`src/rtl/uop_pkg.sv`:
```
package uop_pkg;
  localparam int SEL_W = 3;
  localparam int OP_W  = 5;
  localparam int CW_W  = 3 * SEL_W + OP_W;

  localparam logic [OP_W-1:0] OP_XFER = 5'b00000;
  localparam logic [OP_W-1:0] OP_ADD  = 5'b00010;
  localparam logic [OP_W-1:0] OP_SUB  = 5'b00101;
  localparam logic [OP_W-1:0] OP_AND  = 5'b01000;
  localparam logic [OP_W-1:0] OP_OR   = 5'b01010;
  localparam logic [OP_W-1:0] OP_XOR  = 5'b01100;
  localparam logic [OP_W-1:0] OP_NOTA = 5'b01110;
  localparam logic [OP_W-1:0] OP_SHR  = 5'b10000;
  localparam logic [OP_W-1:0] OP_SHL  = 5'b11000;

  typedef struct packed {
    logic [SEL_W-1:0] src_a;
    logic [SEL_W-1:0] src_b;
    logic [SEL_W-1:0] dst;
    logic [OP_W-1:0]  op;
  } uop_word_t;
endpackage

```
`src/rtl/uop_regfile.sv`:
```
module uop_regfile #(
  parameter int DW    = 8,
  parameter int AW    = 3,
  parameter int NRD   = 2
) (
  input  logic                clk,
  input  logic                rst,
  input  logic [NRD-1:0][AW-1:0] rd_addr,
  output logic [NRD-1:0][DW-1:0] rd_data,
  input  logic                wr_en,
  input  logic [AW-1:0]       wr_addr,
  input  logic [DW-1:0]       wr_data
);
  localparam int DEPTH = 2 ** AW;

  // entry 0 is never written: address 0 means "no register"
  logic [DW-1:0] mem [DEPTH];

  always_ff @(posedge clk) begin
    if (rst) begin
      for (int i = 0; i < DEPTH; i++) mem[i] <= '0;
    end else if (wr_en && wr_addr != '0) begin
      mem[wr_addr] <= wr_data;
    end
  end

  for (genvar g = 0; g < NRD; g++) begin : g_rd
    assign rd_data[g] = mem[rd_addr[g]];
  end
endmodule

```
`src/rtl/uop_opnd_mux.sv`:
```
module uop_opnd_mux #(
  parameter int DW = 8,
  parameter int AW = 3
) (
  input  logic [AW-1:0] sel,
  input  logic [DW-1:0] reg_val,
  input  logic [DW-1:0] ext_val,
  output logic [DW-1:0] bus
);
  assign bus = (sel == '0) ? ext_val : reg_val;
endmodule

```
`src/rtl/uop_alu.sv`:
```
module uop_alu
  import uop_pkg::*;
#(
  parameter int DW = 8
) (
  input  logic [OP_W-1:0] op,
  input  logic [DW-1:0]   a,
  input  logic [DW-1:0]   b,
  output logic [DW-1:0]   res,
  output logic            zero,
  output logic            sign,
  output logic            carry
);
  always_comb begin
    res   = a;
    carry = 1'b0;
    case (op)
      OP_XFER: res = a;
      OP_ADD:  {carry, res} = {1'b0, a} + {1'b0, b};
      OP_SUB:  {carry, res} = {1'b0, a} - {1'b0, b};
      OP_AND:  res = a & b;
      OP_OR:   res = a | b;
      OP_XOR:  res = a ^ b;
      OP_NOTA: res = ~a;
      OP_SHR: begin
        res   = {1'b0, a[DW-1:1]};
        carry = a[0];
      end
      OP_SHL: begin
        res   = {a[DW-2:0], 1'b0};
        carry = a[DW-1];
      end
      default: res = a;
    endcase
  end

  assign zero = (res == '0);
  assign sign = res[DW-1];
endmodule

```
`src/rtl/uop_datapath.sv`:
```
module uop_datapath
  import uop_pkg::*;
#(
  parameter int DW = 8
) (
  input  logic            clk,
  input  logic            rst,
  input  logic [CW_W-1:0] ctrl_word,
  input  logic [DW-1:0]   ext_in,
  output logic [DW-1:0]   ext_out,
  output logic            flag_zero,
  output logic            flag_sign,
  output logic            flag_carry
);
  localparam int NRD = 2;

  uop_word_t cw;
  assign cw = uop_word_t'(ctrl_word);

  logic [NRD-1:0][SEL_W-1:0] rsel;
  logic [NRD-1:0][DW-1:0]    rval;
  logic [NRD-1:0][DW-1:0]    opnd;

  assign rsel[0] = cw.src_a;
  assign rsel[1] = cw.src_b;

  logic [DW-1:0] alu_res;
  logic          alu_z, alu_s, alu_c;

  uop_regfile #(.DW(DW), .AW(SEL_W), .NRD(NRD)) u_rf (
    .clk     (clk),
    .rst     (rst),
    .rd_addr (rsel),
    .rd_data (rval),
    .wr_en   (cw.dst != '0),
    .wr_addr (cw.dst),
    .wr_data (alu_res)
  );

  for (genvar g = 0; g < NRD; g++) begin : g_bus
    uop_opnd_mux #(.DW(DW), .AW(SEL_W)) u_mux (
      .sel     (rsel[g]),
      .reg_val (rval[g]),
      .ext_val (ext_in),
      .bus     (opnd[g])
    );
  end

  uop_alu #(.DW(DW)) u_alu (
    .op    (cw.op),
    .a     (opnd[0]),
    .b     (opnd[1]),
    .res   (alu_res),
    .zero  (alu_z),
    .sign  (alu_s),
    .carry (alu_c)
  );

  always_ff @(posedge clk) begin
    if (rst) begin
      ext_out    <= '0;
      flag_zero  <= 1'b1;
      flag_sign  <= 1'b0;
      flag_carry <= 1'b0;
    end else begin
      ext_out    <= alu_res;
      flag_zero  <= alu_z;
      flag_sign  <= alu_s;
      flag_carry <= alu_c;
    end
  end
endmodule

```
`config.mk`:
```
export PLATFORM = sky130hd
export DESIGN_NAME = uop_datapath
export DESIGN_NICKNAME = d
export VERILOG_FILES = /design/src/rtl/uop_pkg.sv /design/src/rtl/uop_regfile.sv /design/src/rtl/uop_opnd_mux.sv /design/src/rtl/uop_alu.sv /design/src/rtl/uop_datapath.sv
export SDC_FILE = /design/constraint.sdc
export NUM_CORES = 1
export LEC_CHECK = 0
export ABC_AREA = 0
export BUFFER_PORTS_ARGS = -buffer_cell sky130_fd_sc_hd__buf_2
export CORE_ASPECT_RATIO = 0.5
export CORE_UTILIZATION = 45
export DETAILED_ROUTE_END_ITERATION = 8
export PLACE_DENSITY = 0.66
export REMOVE_ABC_BUFFERS = 1
export SETUP_SLACK_MARGIN = 0.05
export SLEW_MARGIN = 20
export SYNTH_ARGS = -nofsm -noshare
export SYNTH_HDL_FRONTEND = slang
export SYNTH_SLANG_ARGS = --single-unit
export TNS_END_PERCENT = 30
```
`constraint.sdc`:
```
create_clock -name clk -period 9.55 [get_ports clk]
set_clock_uncertainty 0.2 [all_clocks]
set_input_delay 1.4325 -clock clk [delete_from_list [all_inputs] [get_ports clk]]
set_output_delay 1.4325 -clock clk [all_outputs]
set_load 0.05 [all_outputs]
```
# Yosys cells after proc, flatten, opt, wreduce, memory -nomap -nowiden
# Memories as Yosys holds them, arrays and structs flattened.
# Cells that the tools add are included.
# op_classes
add_sub_neg	2
n_eq_ne	8
n_mux	12
n_bitwise	4
reduce_logical	5
# op_table
op	n
$pmux 8 s8	1
$mux 8	3
$eq 5x4->1 const B	4
$eq 5x5->1 const B	2
$add 8x8->9	1
$sub 8x8->9	1
$and 8x8->8	1
$logic_not 8->1	1
$not 8->8	1
$or 8x8->8	1
$reduce_or 8->1	1
$xor 8x8->8	1
$logic_not 3->1	2
$mux 1	6
$eq 5x2->1 const B	1
$eq 5x3->1 const B	1
$pmux 1 s4	1
$mux 3	1
$reduce_bool 3->1	1
# totals
ff_bits	11
ramBits	64
input_bits	24
output_inout_bits	11
wordCells	36
n_memories	1
# memory_table
memory	depth	width	read_ports	rd_ports_with_merged_regs	wr	line_no	text
u_rf.mem	8	8	2	0	8	uop_regfile.sv:17	logic [DW-1:0] mem [DEPTH];

# Longest topological paths before layout
# depth
ltp_word	6
mapped_depth	15
ltp_nobuf	13

# Cells and area by module
# From an unflattened synthesis, not the netlist that was laid out.
# unflattened
hier_cells	439
hier_area_um2	5356.4
# modules_own_cells
mod	n_inst	cells_each	area_each_um2
uop_regfile	1	214	3474.6
uop_alu	1	183	1362.6
uop_datapath	1	24	306.5
uop_opnd_mux	2	9	106.4

# Worst setup path after synthesis
# OpenSTA, ideal clock, no wires.
# synth_path
path_kind	in2reg
startpoint	in ctrl_word[8]
endpoint	mem u_rf.mem[1][6] (data pin)
setup_ns	0.271
t_arrival_ns	4.981
required_time_ns	9.079
setup_slack_ns	4.098
path_stages	14
n_path_buf	2
path_cell_list	buf_1 -> clkbuf_1 -> mux4_2 -> mux2i_1 -> inv_1 -> ha_1 -> fa_1 -> a211oi_1 -> o21bai_1 -> a21o_1 -> a21oi_1 -> o21ai_0 -> a211oi_2 -> nor2_1
# synth_lines
item	line_no	text
from (decl)	uop_datapath.sv:8	input logic [CW_W-1:0] ctrl_word,
to (decl)	uop_regfile.sv:17	

==> impl_metrics.csv <==
group,metric,value,unit
synthesis,ys_ff_latch,66,
clock_network,cts_root_buf,"clkbuf_16",
timing,worstMarginPinSlew,1.137,ns
clock_network,postCtsHoldBufs,0,
synthesis,synth.distinct_cells,69,
timing,drv_slew,0,
detailed_routing,drt_iter0_markers,302,
detailed_routing,vias,3466,
clock_network,cts_made_buffers,9,
critical_path,arrival,5.18,ns
timing,rsz0062_at_grt,"false",
timing,period_minus_slack,5.329,ns
flow_run,maxCapViolCount,0,
critical_path,reg2regPathDepth,13,
timing,final_hold_viol_count,0,
synthesis,mappedNetlistArea,4727,um2
timing,fmax,0.1877,GHz
critical_path,crit_fanout,18,
detailed_routing,ant_nets,0,
grt,grt_pass1_wl,17550,um
detailed_routing,drc,0,
synthesis,ys_warn_count,0,
detailed_routing,via_per_inst,6.017,
critical_path,startpoint,"ctrl_word[11]",
detailed_routing,drt_wl_total,11480,um
pwr,leakagePower,2.054,nW
place,post-place-ws,3.914,ns
place,place_hpwl,8506,um
min_path,min_to,"ext_out[5]",
synthesis,syn_area_per_cell,11.59,um2
synthesis,synth_edf_count,56,
timing,min_period_over_period,55.80,%
die,row_count,26,
detailed_routing,drt_pass1_iterations,5,
final_layout,drive_gt1_share,24.54,%
clock_network,clk_pin_slew,0.06,ns
timing,relSlewSlack,23.65,%
run_status,status,"completed",
final_layout,n_antenna_cell,0,
final_layout,layout.nets,482,
critical_path,regToRegSetupSlack,5.36,ns
critical_path,cp_slowest_cell,"mux4_2",
die,start_util,46.28,%
timing,setup_tns,0,ns
critical_path,crit_chain,"buf_2, mux4_2, mux2_2, clkinv_1, ha_1, inv_1, fa_1, nor3b_1, nor3_1, o21bai_1, a21o_1, a21o_1, a211oi_2, nor2_1",
synthesis,yosysSeqAreaShare,39.81,%
min_path,holdPathStages,6,
grt,grt_pass1_vias,3181,
clock_network,clock_latency,0.33,ns
min_path,hp-start,"u_rf.mem[5][6]",
clock_network,h-tree-depth,3,
clock_network,cts_resized,0,
critical_path,worstSetupEndpointType,"flip-flop",
grt,antenna_found_initial,0,
critical_path,worstSetupPathType,"in2reg",
die,die_area,10940,um2
critical_path,cp.required,9.40,ns
synthesis,async_flop_share,0,%
synthesis,synthFlopType,"edfxtp_1",
die,die_x,146.9,um
die,core,10210,um2
timing,finalSetupViolCount,0,
die,dieHeight,74.47,um
critical_path,crit_path_max_incr_delay,0.59,ns
critical_path,r2r_start,"u_rf.mem[6][0]",
grt,grt_usage,21.63,%
critical_path,worstSetupStartpointType,"primary input",
critical_path,crit_top_cell,"a21o_1",
grt,grt_max_degree,20,
grt,grt_overflow,0,
place,portBuffers,34,
min_path,hold_class,"reg2reg",
clock_network,cts_setup_buffers,0,
die,ios,35,
detailed_routing,wl_per_cell,19.93,um
pwr,peakVddDrop,0.08992,mV
clock_network,cts_tree,"yes",
critical_path,r2r-end,"u_rf.mem[2][6]",
timing,fin_ws,4.221,ns
final_layout,syn2layout_area_growth,10.77,%
synthesis,syn_inst,408,
clock_network,clock-sinks,66,
clock_network,clock_path_buffers,2,
pwr,powerDensity,171.4,nW/um2
place,gp_routability_congestion,0.8945,
## worst max path at each step
stage	end	cells after the start	slack, ns
2_1_floorplan	u_rf.mem[1][6]	13	4.84
3_3_place_gp	u_rf.mem[7][6]	14	4.05
3_5_place_dp	u_rf.mem[4][6]	14	3.91
4_1_cts	u_rf.mem[2][6]	14	4.25
5_1_grt	u_rf.mem[2][6]	14	3.92
6_report	u_rf.mem[2][6]	14	4.22
## power by group
part / internal, W / total (W) / switching, W
Clock: 0.000176 / 0.000301 / 0.000125
Combinational: 0.0000921 / 0.000252 / 0.000160
Sequential: 0.000333 / 0.000344 / 0.0000107
## layout make-up
| type | instances | area, um2 |
|---|---|---|
| Fill cell | 923 | 4979 |
| Multi-Input combinational cell | 295 | 2633 |
| Sequential cell | 66 | 1882 |
| Clock buffer | 9 | 225.2 |
| Timing Repair Buffer | 35 | 177.7 |
| Tap cell | 140 | 175.2 |
| Inverter | 24 | 90.09 |
| Clock inverter | 7 | 53.80 |
## registers in the layout, summed over array words and instances (netlist names)
signal      count
u_rf.mem       56
ext_out         7
flag_zero       1
flag_carry      1
flag_sign       1
## per-stage QoR
stage / instances / hold WS [ns] / utilization [%] / instance area [um2] / power (W)
after floorplan: 385 / 0.7790 / - / 4604 / 0.0005272
after global placement: 560 / 0.9035 / 48.53 / 4957 / 0.0005941
after detailed placement: 560 / 0.9101 / 48.53 / 4957 / 0.0005973
after CTS: 576 / 0.9328 / 51.26 / 5236 / 0.0008996
after global routing: 576 / 1.005 / 51.26 / 5236 / 0.0009343
final: 576 / 0.9178 / 51.26 / 5236 / 0.0008976
## synthesized netlist by cell type (9+ instances only)
| cell type | count | share of area, % |
|---|---|---|
| dfxtp_1 | 10 | 4.2 |
| inv_1 | 22 | 1.7 |
| edfxtp_1 | 56 | 36 |
| nand2_1 | 21 | 1.7 |
| ha_1 | 25 | 6.6 |
| clkbuf_1 | 12 | 0.95 |
| a21oi_1 | 10 | 1.1 |
| nor2_1 | 77 | 6.1 |
| mux4_2 | 25 | 12 |
| mux2i_1 | 13 | 2.8 |
| nand2b_1 | 9 | 1.2 |
## logic make-up after synthesis
| family | count (synthesis) | synth area share (%) |
|---|---|---|
| and+or+nand+nor | 144 | 15.11 |
| AOI/OAI and AO/OA | 70 | 12.02 |
| DFF | 66 | 39.81 |
| muxes | 54 | 21.10 |
| buffers and inverters | 47 | 4.499 |
| adders and majority gates | 27 | 7.464 |
## metal layers
layer	part of all wire (%)	global-route usage, %	routed length [um]	vias up
li1	-	-	-	1591
met1	47	31.41	5451	1704
met2	44	33.54	5068	148
met3	6.4	3.006	738	23
met4	1.9	7.789	221	0
met5	0	0	0	-
## critical path: cells and delay by family
kind / cells / cell delay, ns
AO/OA/AOI/OAI: 4 / 1.09
multiplexers: 2 / 0.91
adder cells (fa/ha/maj): 2 / 0.62
buffers and inverters: 3 / 0.57
AND/OR/NAND/NOR: 3 / 0.56
## layout by cell type, fill, tap and decap left out, types with 4 or more instances in the layout
| cell | count |
|---|---|
| ha_1 | 25 |
| inv_1 | 22 |
| nor2b_1 | 4 |
| nand2_1 | 21 |
| mux4_2 | 25 |
| mux2_2 | 6 |
| nor2_1 | 77 |
| buf_2 | 34 |
| clkbuf_16 | 9 |
| mux4_1 | 5 |
| nand2b_1 | 9 |
| o21bai_1 | 5 |
| a21o_1 | 5 |
| dfxtp_1 | 10 |
| o21ai_0 | 8 |
| a211oi_1 | 5 |
| nor3_1 | 8 |
| a21oi_1 | 10 |
| mux2i_4 | 4 |
| edfxtp_1 | 56 |
| mux2i_1 | 13 |
No activity file was read; power rests on OpenSTA's default activity.
